$ cat config.mk
export PLATFORM = sky130hd
export DESIGN_NAME = dual_req_intc
export DESIGN_NICKNAME = d
export VERILOG_FILES = /design/src/rtl/intc_pkg.sv /design/src/rtl/intc_sync.sv /design/src/rtl/intc_regs.sv /design/src/rtl/intc_pend.sv /design/src/rtl/dual_req_intc.sv
export SDC_FILE = /design/constraint.sdc
export NUM_CORES = 1
export LEC_CHECK = 0
export BUFFER_PORTS_ARGS = -buffer_cell sky130_fd_sc_hd__buf_4
export CORE_MARGIN = 3
export CORE_UTILIZATION = 40
export DETAILED_ROUTE_END_ITERATION = 16
export PLACE_DENSITY = 0.6
export SETUP_SLACK_MARGIN = 0.5
export SLEW_MARGIN = 20
export SYNTH_ARGS = -nofsm -noshare
export SYNTH_HDL_FRONTEND = slang
export SYNTH_SLANG_ARGS = --single-unit
$ cat constraint.sdc
create_clock -name clk -period 2.5 [get_ports clk]
set_input_delay 0.25 -clock clk [delete_from_list [all_inputs] [get_ports clk]]
set_output_delay 0.25 -clock clk [all_outputs]
set_load 0.01 [all_outputs]
$ cat src/rtl/intc_pkg.sv
`timescale 1ns/1ps
package intc_pkg;
    // control field indices; set offset = 2*index, clear offset = 2*index+1
    localparam int F_MASK  = 0;
    localparam int F_WAKE  = 1;
    localparam int F_EN    = 2;
    localparam int F_ROUTE = 3;
    localparam int F_C0    = 4;
    localparam int F_C1    = 5;
    localparam int F_C2    = 6;
    localparam int NUM_FIELDS = 7;

    localparam int OFS_TEST    = 2 * NUM_FIELDS;
    localparam int OFS_STAT0   = 16;
    localparam int OFS_STAT1   = 17;
    localparam int OFS_MASK_RD = 18;

    localparam logic [2:0] CODE_HIGH = 3'b101;
    localparam logic [2:0] CODE_LOW  = 3'b110;

    function automatic logic level_hit(input logic [2:0] code, input logic lvl);
        case (code)
            CODE_HIGH: level_hit = lvl;
            CODE_LOW:  level_hit = ~lvl;
            default:   level_hit = 1'b0;
        endcase
    endfunction
endpackage

$ cat src/rtl/intc_sync.sv
`timescale 1ns/1ps
module intc_sync #(
    parameter int NUM_SRC = 32,
    parameter int STAGES  = 2
) (
    input  logic               clk,
    input  logic               rst_n,
    input  logic [NUM_SRC-1:0] async_i,
    output logic [NUM_SRC-1:0] sync_o
);
    typedef struct packed {
        logic [STAGES-1:0][NUM_SRC-1:0] pipe;
    } sync_t;

    sync_t s_d, s_q;

    always_comb begin
        s_d = s_q;
        s_d.pipe[0] = async_i;
        for (int k = 1; k < STAGES; k++) begin
            s_d.pipe[k] = s_q.pipe[k-1];
        end
    end

    always_ff @(posedge clk or negedge rst_n) begin
        if (!rst_n) s_q <= '0;
        else        s_q <= s_d;
    end

    assign sync_o = s_q.pipe[STAGES-1];
endmodule

$ cat src/rtl/intc_regs.sv
`timescale 1ns/1ps
module intc_regs import intc_pkg::*; #(
    parameter int NUM_SRC = 32,
    parameter int ADDR_W  = 5
) (
    input  logic                                 clk,
    input  logic                                 rst_n,
    input  logic                                 we_i,
    input  logic                                 re_i,
    input  logic [ADDR_W-1:0]                    addr_i,
    input  logic [NUM_SRC-1:0]                   wdata_i,
    input  logic [NUM_SRC-1:0]                   stat0_i,
    input  logic [NUM_SRC-1:0]                   stat1_i,
    output logic [NUM_SRC-1:0]                   rdata_o,
    output logic [NUM_FIELDS-1:0][NUM_SRC-1:0]   fld_o
);
    typedef struct packed {
        logic [NUM_FIELDS-1:0][NUM_SRC-1:0] fld;
        logic [NUM_SRC-1:0]                 test;
    } regs_t;

    regs_t r_d, r_q;
    logic [NUM_SRC-1:0] rdata_d;

    always_comb begin
        r_d     = r_q;
        rdata_d = '0;
        if (we_i) begin
            for (int f = 0; f < NUM_FIELDS; f++) begin
                if (addr_i == ADDR_W'(2 * f))     r_d.fld[f] = r_q.fld[f] | wdata_i;
                if (addr_i == ADDR_W'(2 * f + 1)) r_d.fld[f] = r_q.fld[f] & ~wdata_i;
            end
            if (addr_i == ADDR_W'(OFS_TEST)) r_d.test = wdata_i;
        end
        if (re_i) begin
            for (int f = 0; f < NUM_FIELDS; f++) begin
                if (addr_i == ADDR_W'(2 * f)) rdata_d = r_q.fld[f];
            end
            if (addr_i == ADDR_W'(OFS_TEST))    rdata_d = r_q.test;
            if (addr_i == ADDR_W'(OFS_STAT0))   rdata_d = stat0_i;
            if (addr_i == ADDR_W'(OFS_STAT1))   rdata_d = stat1_i;
            if (addr_i == ADDR_W'(OFS_MASK_RD)) rdata_d = r_q.fld[F_MASK];
        end
    end

    always_ff @(posedge clk or negedge rst_n) begin
        if (!rst_n) r_q <= '0;
        else        r_q <= r_d;
    end

    assign rdata_o = rdata_d;
    assign fld_o   = r_q.fld;
endmodule

$ cat src/rtl/intc_pend.sv
`timescale 1ns/1ps
module intc_pend import intc_pkg::*; #(
    parameter int NUM_SRC = 32
) (
    input  logic                               clk,
    input  logic                               rst_n,
    input  logic [NUM_SRC-1:0]                 lvl_i,
    input  logic [NUM_FIELDS-1:0][NUM_SRC-1:0] fld_i,
    output logic [NUM_SRC-1:0]                 stat0_o,
    output logic [NUM_SRC-1:0]                 stat1_o,
    output logic                               req0_o,
    output logic                               req1_o,
    output logic                               wake_o
);
    typedef struct packed {
        logic [NUM_SRC-1:0] st0;
        logic [NUM_SRC-1:0] st1;
        logic               req0;
        logic               req1;
        logic               wake;
    } pend_t;

    pend_t p_d, p_q;
    logic [NUM_SRC-1:0] hit;

    for (genvar i = 0; i < NUM_SRC; i++) begin : g_src
        assign hit[i] = level_hit({fld_i[F_C2][i], fld_i[F_C1][i], fld_i[F_C0][i]}, lvl_i[i]);
    end

    always_comb begin
        logic [NUM_SRC-1:0] act;
        act        = hit & fld_i[F_EN] & fld_i[F_MASK];
        p_d.st0    = act & fld_i[F_ROUTE];
        p_d.st1    = act & ~fld_i[F_ROUTE];
        p_d.req0   = |p_d.st0;
        p_d.req1   = |p_d.st1;
        p_d.wake   = |(act & fld_i[F_WAKE]);
    end

    always_ff @(posedge clk or negedge rst_n) begin
        if (!rst_n) p_q <= '0;
        else        p_q <= p_d;
    end

    assign stat0_o = p_q.st0;
    assign stat1_o = p_q.st1;
    assign req0_o  = p_q.req0;
    assign req1_o  = p_q.req1;
    assign wake_o  = p_q.wake;
endmodule

$ cat src/rtl/dual_req_intc.sv
`timescale 1ns/1ps
module dual_req_intc import intc_pkg::*; #(
    parameter int NUM_SRC     = 32,
    parameter int ADDR_W      = 5,
    parameter int SYNC_STAGES = 2
) (
    input  logic               clk,
    input  logic               rst_n,
    input  logic               bus_we,
    input  logic               bus_re,
    input  logic [ADDR_W-1:0]  bus_addr,
    input  logic [NUM_SRC-1:0] bus_wdata,
    output logic [NUM_SRC-1:0] bus_rdata,
    input  logic [NUM_SRC-1:0] irq_i,
    output logic               req0_o,
    output logic               req1_o,
    output logic               wake_o
);
    logic [NUM_FIELDS-1:0][NUM_SRC-1:0] fld_w;
    logic [NUM_SRC-1:0] lvl_w, st0_w, st1_w;
    logic [NUM_SRC-1:0] mask_w, en_w, route_w, c0_w, c1_w, c2_w;

    intc_sync #(.NUM_SRC(NUM_SRC), .STAGES(SYNC_STAGES)) u_sync (
        .clk(clk), .rst_n(rst_n), .async_i(irq_i), .sync_o(lvl_w)
    );

    intc_regs #(.NUM_SRC(NUM_SRC), .ADDR_W(ADDR_W)) u_regs (
        .clk(clk), .rst_n(rst_n), .we_i(bus_we), .re_i(bus_re),
        .addr_i(bus_addr), .wdata_i(bus_wdata),
        .stat0_i(st0_w), .stat1_i(st1_w),
        .rdata_o(bus_rdata), .fld_o(fld_w)
    );

    intc_pend #(.NUM_SRC(NUM_SRC)) u_pend (
        .clk(clk), .rst_n(rst_n), .lvl_i(lvl_w), .fld_i(fld_w),
        .stat0_o(st0_w), .stat1_o(st1_w),
        .req0_o(req0_o), .req1_o(req1_o), .wake_o(wake_o)
    );

    assign mask_w  = fld_w[F_MASK];
    assign en_w    = fld_w[F_EN];
    assign route_w = fld_w[F_ROUTE];
    assign c0_w    = fld_w[F_C0];
    assign c1_w    = fld_w[F_C1];
    assign c2_w    = fld_w[F_C2];
endmodule

---- Word level (Yosys, flattened, before mapping) ----
Cells that the tools add are included.
word-level totals
  word-level logic and storage cells ...... 226
  register bits after elaboration ......... 387
  output and inout port bits .............. 35
cells by class
  muxes and demuxes ....................... 58
  equal/unequal tests ..................... 81
  bitwise logic cells ..................... 53
  reduce and logical (&&, ||, !) cells .... 19
operators with widths
  operator                                             count
  two-way mux 32 bit                                   26
  AND 32 bit                                           12
  OR 32 bit                                            7
  equality test 3 bit, second input constant           64
  OR reduction 32 bit                                  3
  inverter 32 bit                                      2
  one-hot mux 1 bit (2 select lines)                   32
  equality test 5 x 4 -> 1 bit, second input constant  7
  inverter 1 bit                                       32
  equality test 5 x 3 -> 1 bit, second input constant  4
  AND reduction 2 bit                                  8
  equality test 5 bit, second input constant           3
  nonzero test 2 bit                                   7
  equality test 5 x 2 -> 1 bit, second input constant  2
  equality test 5 x 1 -> 1 bit, second input constant  1
  zero test 5 bit                                      1

---- Longest topological paths before layout ----
  depth after elaboration ................. 13
  depth in mapped cells ................... 8
  gate-level depth less buffers ........... 5

---- By module ----
From an unflattened synthesis, not the netlist that was laid out.
second synthesis, totals
  cell total of the unflattened synthesis .. 2,092
  area total of the unflattened synthesis .. 20,388.3 um2
modules (own cells, without submodules)
  module     cells each  area an instance (um2)  times used
  intc_regs  1,688       15,324.7                1
  intc_pend  340         3,462.1                 1
  intc_sync  64          1,601.5                 1

---- Worst setup path before layout ----
Ideal clock, no wire load.
  path kind ............................... register to register
  from .................................... register (tool-made name)
  to ...................................... register u_pend.p_q (netlist bit u_pend.req0_o)
  stages on the path, launching flop included .. 6
  setup time .............................. 139 ps
  buffers on the path ..................... 0
  arrival time ............................ 2,109 ps
  required time ........................... 2,361 ps
  setup slack ............................. 253 ps
  period minus slack after synthesis ...... 2,247 ps
  cell sequence ........................... dfrtp_1 or3b_2 a21oi_2 or4_1 or4b_1 or4_1
RTL lines
  item                  line             text
  to (signal assigned)  intc_pend.sv:42  else p_q <= p_d;
  to (decl)             intc_pend.sv:23  pend_t p_d, p_q;

==> reports/results.tsv <==
stage	metric	value	unit
clock_network	root buf cell	clkbuf_16	
sta	clk_skew	0.0213	ns
logic_synthesis	Cell variety after synth	52	
drt	DRC viols	0	
placed_design	I/O Buffers	107	
floorplan	Die ar.	47900	um2
setup_path	critical path type	reg -> reg	
sta	setup violators final	0	
placed_design	Post-DP Area	20400	um2
floorplan	Core Region	44500	um2
cells_and_area	share of layout cells above drive strength 1	0.302	
sta	Worst-Margin Slew	1.09	ns
sta	max-slew violations	0	
logic_synthesis	largest cells by area after synthesis	dfrtp_1, a21oi_1, a31oi_1	
run	maxcap violations	0	
floorplan	row count	77	
sta	setup total negative slack	0	ns
setup_path	R2R depth	5	
global_routing	vias in the first global route	16800	
cells_and_area	Area growth, synth to finish	34.8	%
logic_synthesis	Post-synth EDFFs	0	
global_routing	GRT Util Overall	0.296	
sta	final hold violation count	0	
setup_path	RR Endpoint	u_pend.req0_o$_DFF_PN0_	
cells_and_area	design area	24400	um2
floorplan	Die Wd	219	um
floorplan	IO Count	108	
power_and_ir_drop	maximum VDD drop	0.523	mV
setup_path	crit end category	flop	
clock_network	CTS H-tree lvls	2	
logic_synthesis	area share of the largest cell type after synthesis	0.534	
drt	1st-pass router iterations	6	
run_status	status	finished clean	
floorplan	Starting Density	0.407	
cells_and_area	fin nets	2129	
global_routing	first-pass GRT wire length	107000	um
drt	post-route ant nets	0	
power_and_ir_drop	PwrDens	781	nW/um2
clock_network	Clock Path Buffers	3	
logic_synthesis	Synth area leader	dfrtp_1	
power_and_ir_drop	Lkg Pwr	10.0	nW
sta	Min Clock Period, post-route	2.46	ns
sta	final worst path period share	0.983	
logic_synthesis	Async S/R FF share, synth	1.00	
logic_synthesis	FF+latch count, synth	387	
sta	RSZ-0062 raised after global routing	true	
setup_path	Worst setup SP type	flop	
drt	final wirelength	72700	um
placed_design	GP Congestion	0.944	
logic_synthesis	Ys Warns	0	
global_routing	antenna violations before repair	2	
worst_hold_path	Hold WC Path Type	in -> async	
logic_synthesis	Synth Instances	1787	
sta	Fmax achieved	407	MHz
clock_network	worst skew pair latency	0.59	ns
logic_synthesis	Seq/Total Area, Yosys	0.534	
setup_path	worst-path maximum fanout	3	
logic_synthesis	Top FF cell, synth	dfrtp_1	
setup_path	arrival time worst endpoint	2.90	ns
drt	vias	17700	
power_and_ir_drop	power consumption	19.1	mW
global_routing	total global routing overflow	0	
drt	wire per inst	27.1	um
clock_network	TritonCTS buffer count	43	
placed_design	post-DP HPWL	43800	um
setup_path	worst path required time	2.94	ns
logic_synthesis	Cell Area, Synth	18100	um2
clock_network	TritonCTS clock tree	yes	
logic_synthesis	Post-Syn Area per Cell	10.1	um2
floorplan	die extent in y	219	um
clock_network	Clock transition at path regs	0.06	ns
global_routing	largest net degree at the start of global routing	87	
drt	routed vias/inst	6.59	
clock_network	CTS sink cnt	387	
sta	max_slew headroom	0.272	
setup_path	r2r setup slk	0.04	ns
logic_synthesis	syn_nets	1860	
drt	initial drt markers	2239	
-- cell usage in the layout (no fill, tap or decap), drive strengths merged, types with 25 or more instances in the layout --
cell and count:
a211oi 31, mux2 45, mux2i 25, nand3 41, dfrtp 387, or3b 32
a21o 28, a31oi 245, nor2 55, a21oi 352, a22oi 35, o221a 25
dlygate4sd3 65, nand2 28, o21ai 45, clkbuf 67, buf 321, o211ai 30
nand3b 34, nand4 37
-- what timing repair did --
| action | CTS | global route |
|---|---|---|
| resized for setup | 174 | 62 |
| hold buffers | 65 | 0 |
| setup buffers | 58 | 27 |
| endpoints found under the setup margin | 35 | 35 |
| endpoints found under the hold margin | 301 | 0 |
| pin swaps | 68 | 38 |
| gates cloned | 7 | 5 |
-- critical path: stages (launching register included) --
cell,delay (ns)
dfrtp_1,0.40
or3b_4,0.25
a21oi_2,0.07
or4_4,0.52
or4b_4,0.57
or4_1,0.51
-- cells by family (layout without fill, tap and decap cells) --
kind of cell    count (synthesis)  count (layout)  synth area share
simple gates                  286             286            0.0931
mux                            71              71            0.0430
other cells                     0               1                 0
buf+inv                       181             482            0.0376
compound gates                862             862             0.292
flops                         387             387             0.534
-- metal layers --
metal / GRT usage / vias to the layer above / share of wire
met5: 0 / - / 0
met4: 0.140 / 0 / 0.057
met3: 0.0786 / 253 / 0.11
met2: 0.442 / 1100 / 0.44
met1: 0.401 / 8774 / 0.40
li1: - / 7540 / -
-- cell usage after synthesis, types with 4 or more instances --
master / instances
a2111oi_0: 4
a211oi_1: 31
a21o_1: 28
a21oi_1: 351
a222oi_1: 4
a22oi_1: 35
a31oi_1: 245
a32oi_1: 20
and2_1: 9
buf_1: 9
clkbuf_1: 160
dfrtp_1: 387
inv_1: 10
mux2_2: 45
mux2i_1: 25
nand2_1: 28
nand2b_1: 4
nand3_1: 41
nand3b_1: 34
nand4_1: 37
nor2_1: 55
nor2b_1: 10
nor3_1: 5
nor4_1: 6
o211ai_1: 30
o21ai_0: 45
o221a_2: 25
o22ai_1: 24
or2_2: 4
or3b_2: 32
or4_1: 9
or4b_1: 4
-- through the flow --
stage,hold slack (ns),utilization,setup WS (ns),cells
floorplan,-0.0456,-,0.294,1787
global placement,0.199,0.458,-0.0590,2441
detailed placement,0.200,0.458,-0.0957,2441
CTS,0.206,0.536,-0.00181,2648
global route,0.242,0.549,0.0147,2681
finish,0.201,0.549,0.0415,2681
-- how the worst max path moves through the flow --
stage | to | depth (start not counted) | from
after floorplan | u_pend.req0_o$_DFF_PN0_ | 5 | flop
after global placement | u_pend.req0_o$_DFF_PN0_ | 5 | flop
after detailed placement | u_pend.req0_o$_DFF_PN0_ | 5 | flop
after CTS | u_pend.req0_o$_DFF_PN0_ | 6 | flop
after global routing | u_pend.req0_o$_DFF_PN0_ | 5 | flop
final | u_pend.req0_o$_DFF_PN0_ | 5 | flop
-- final cells by class --
class | count | area [um2]
diodes | 1 | 2.50
repair buffers | 395 | 3960
clock buffers | 62 | 1300
well taps | 592 | 741
flip-flops and latches | 387 | 9690
fillers | 3843 | 20100
inverters | 10 | 41.3
multi-input cells | 1219 | 8570
clock inverters | 15 | 130
-- power breakdown --
group          internal [mW]  switching [mW]  leakage [nW]
sequential              7.37            1.10          4.68
combinational           2.07            2.08          4.62
clock                   3.81            2.67         0.712
total                   13.2            5.85          10.0
Note: power is estimated with default switching activity, not from simulation.
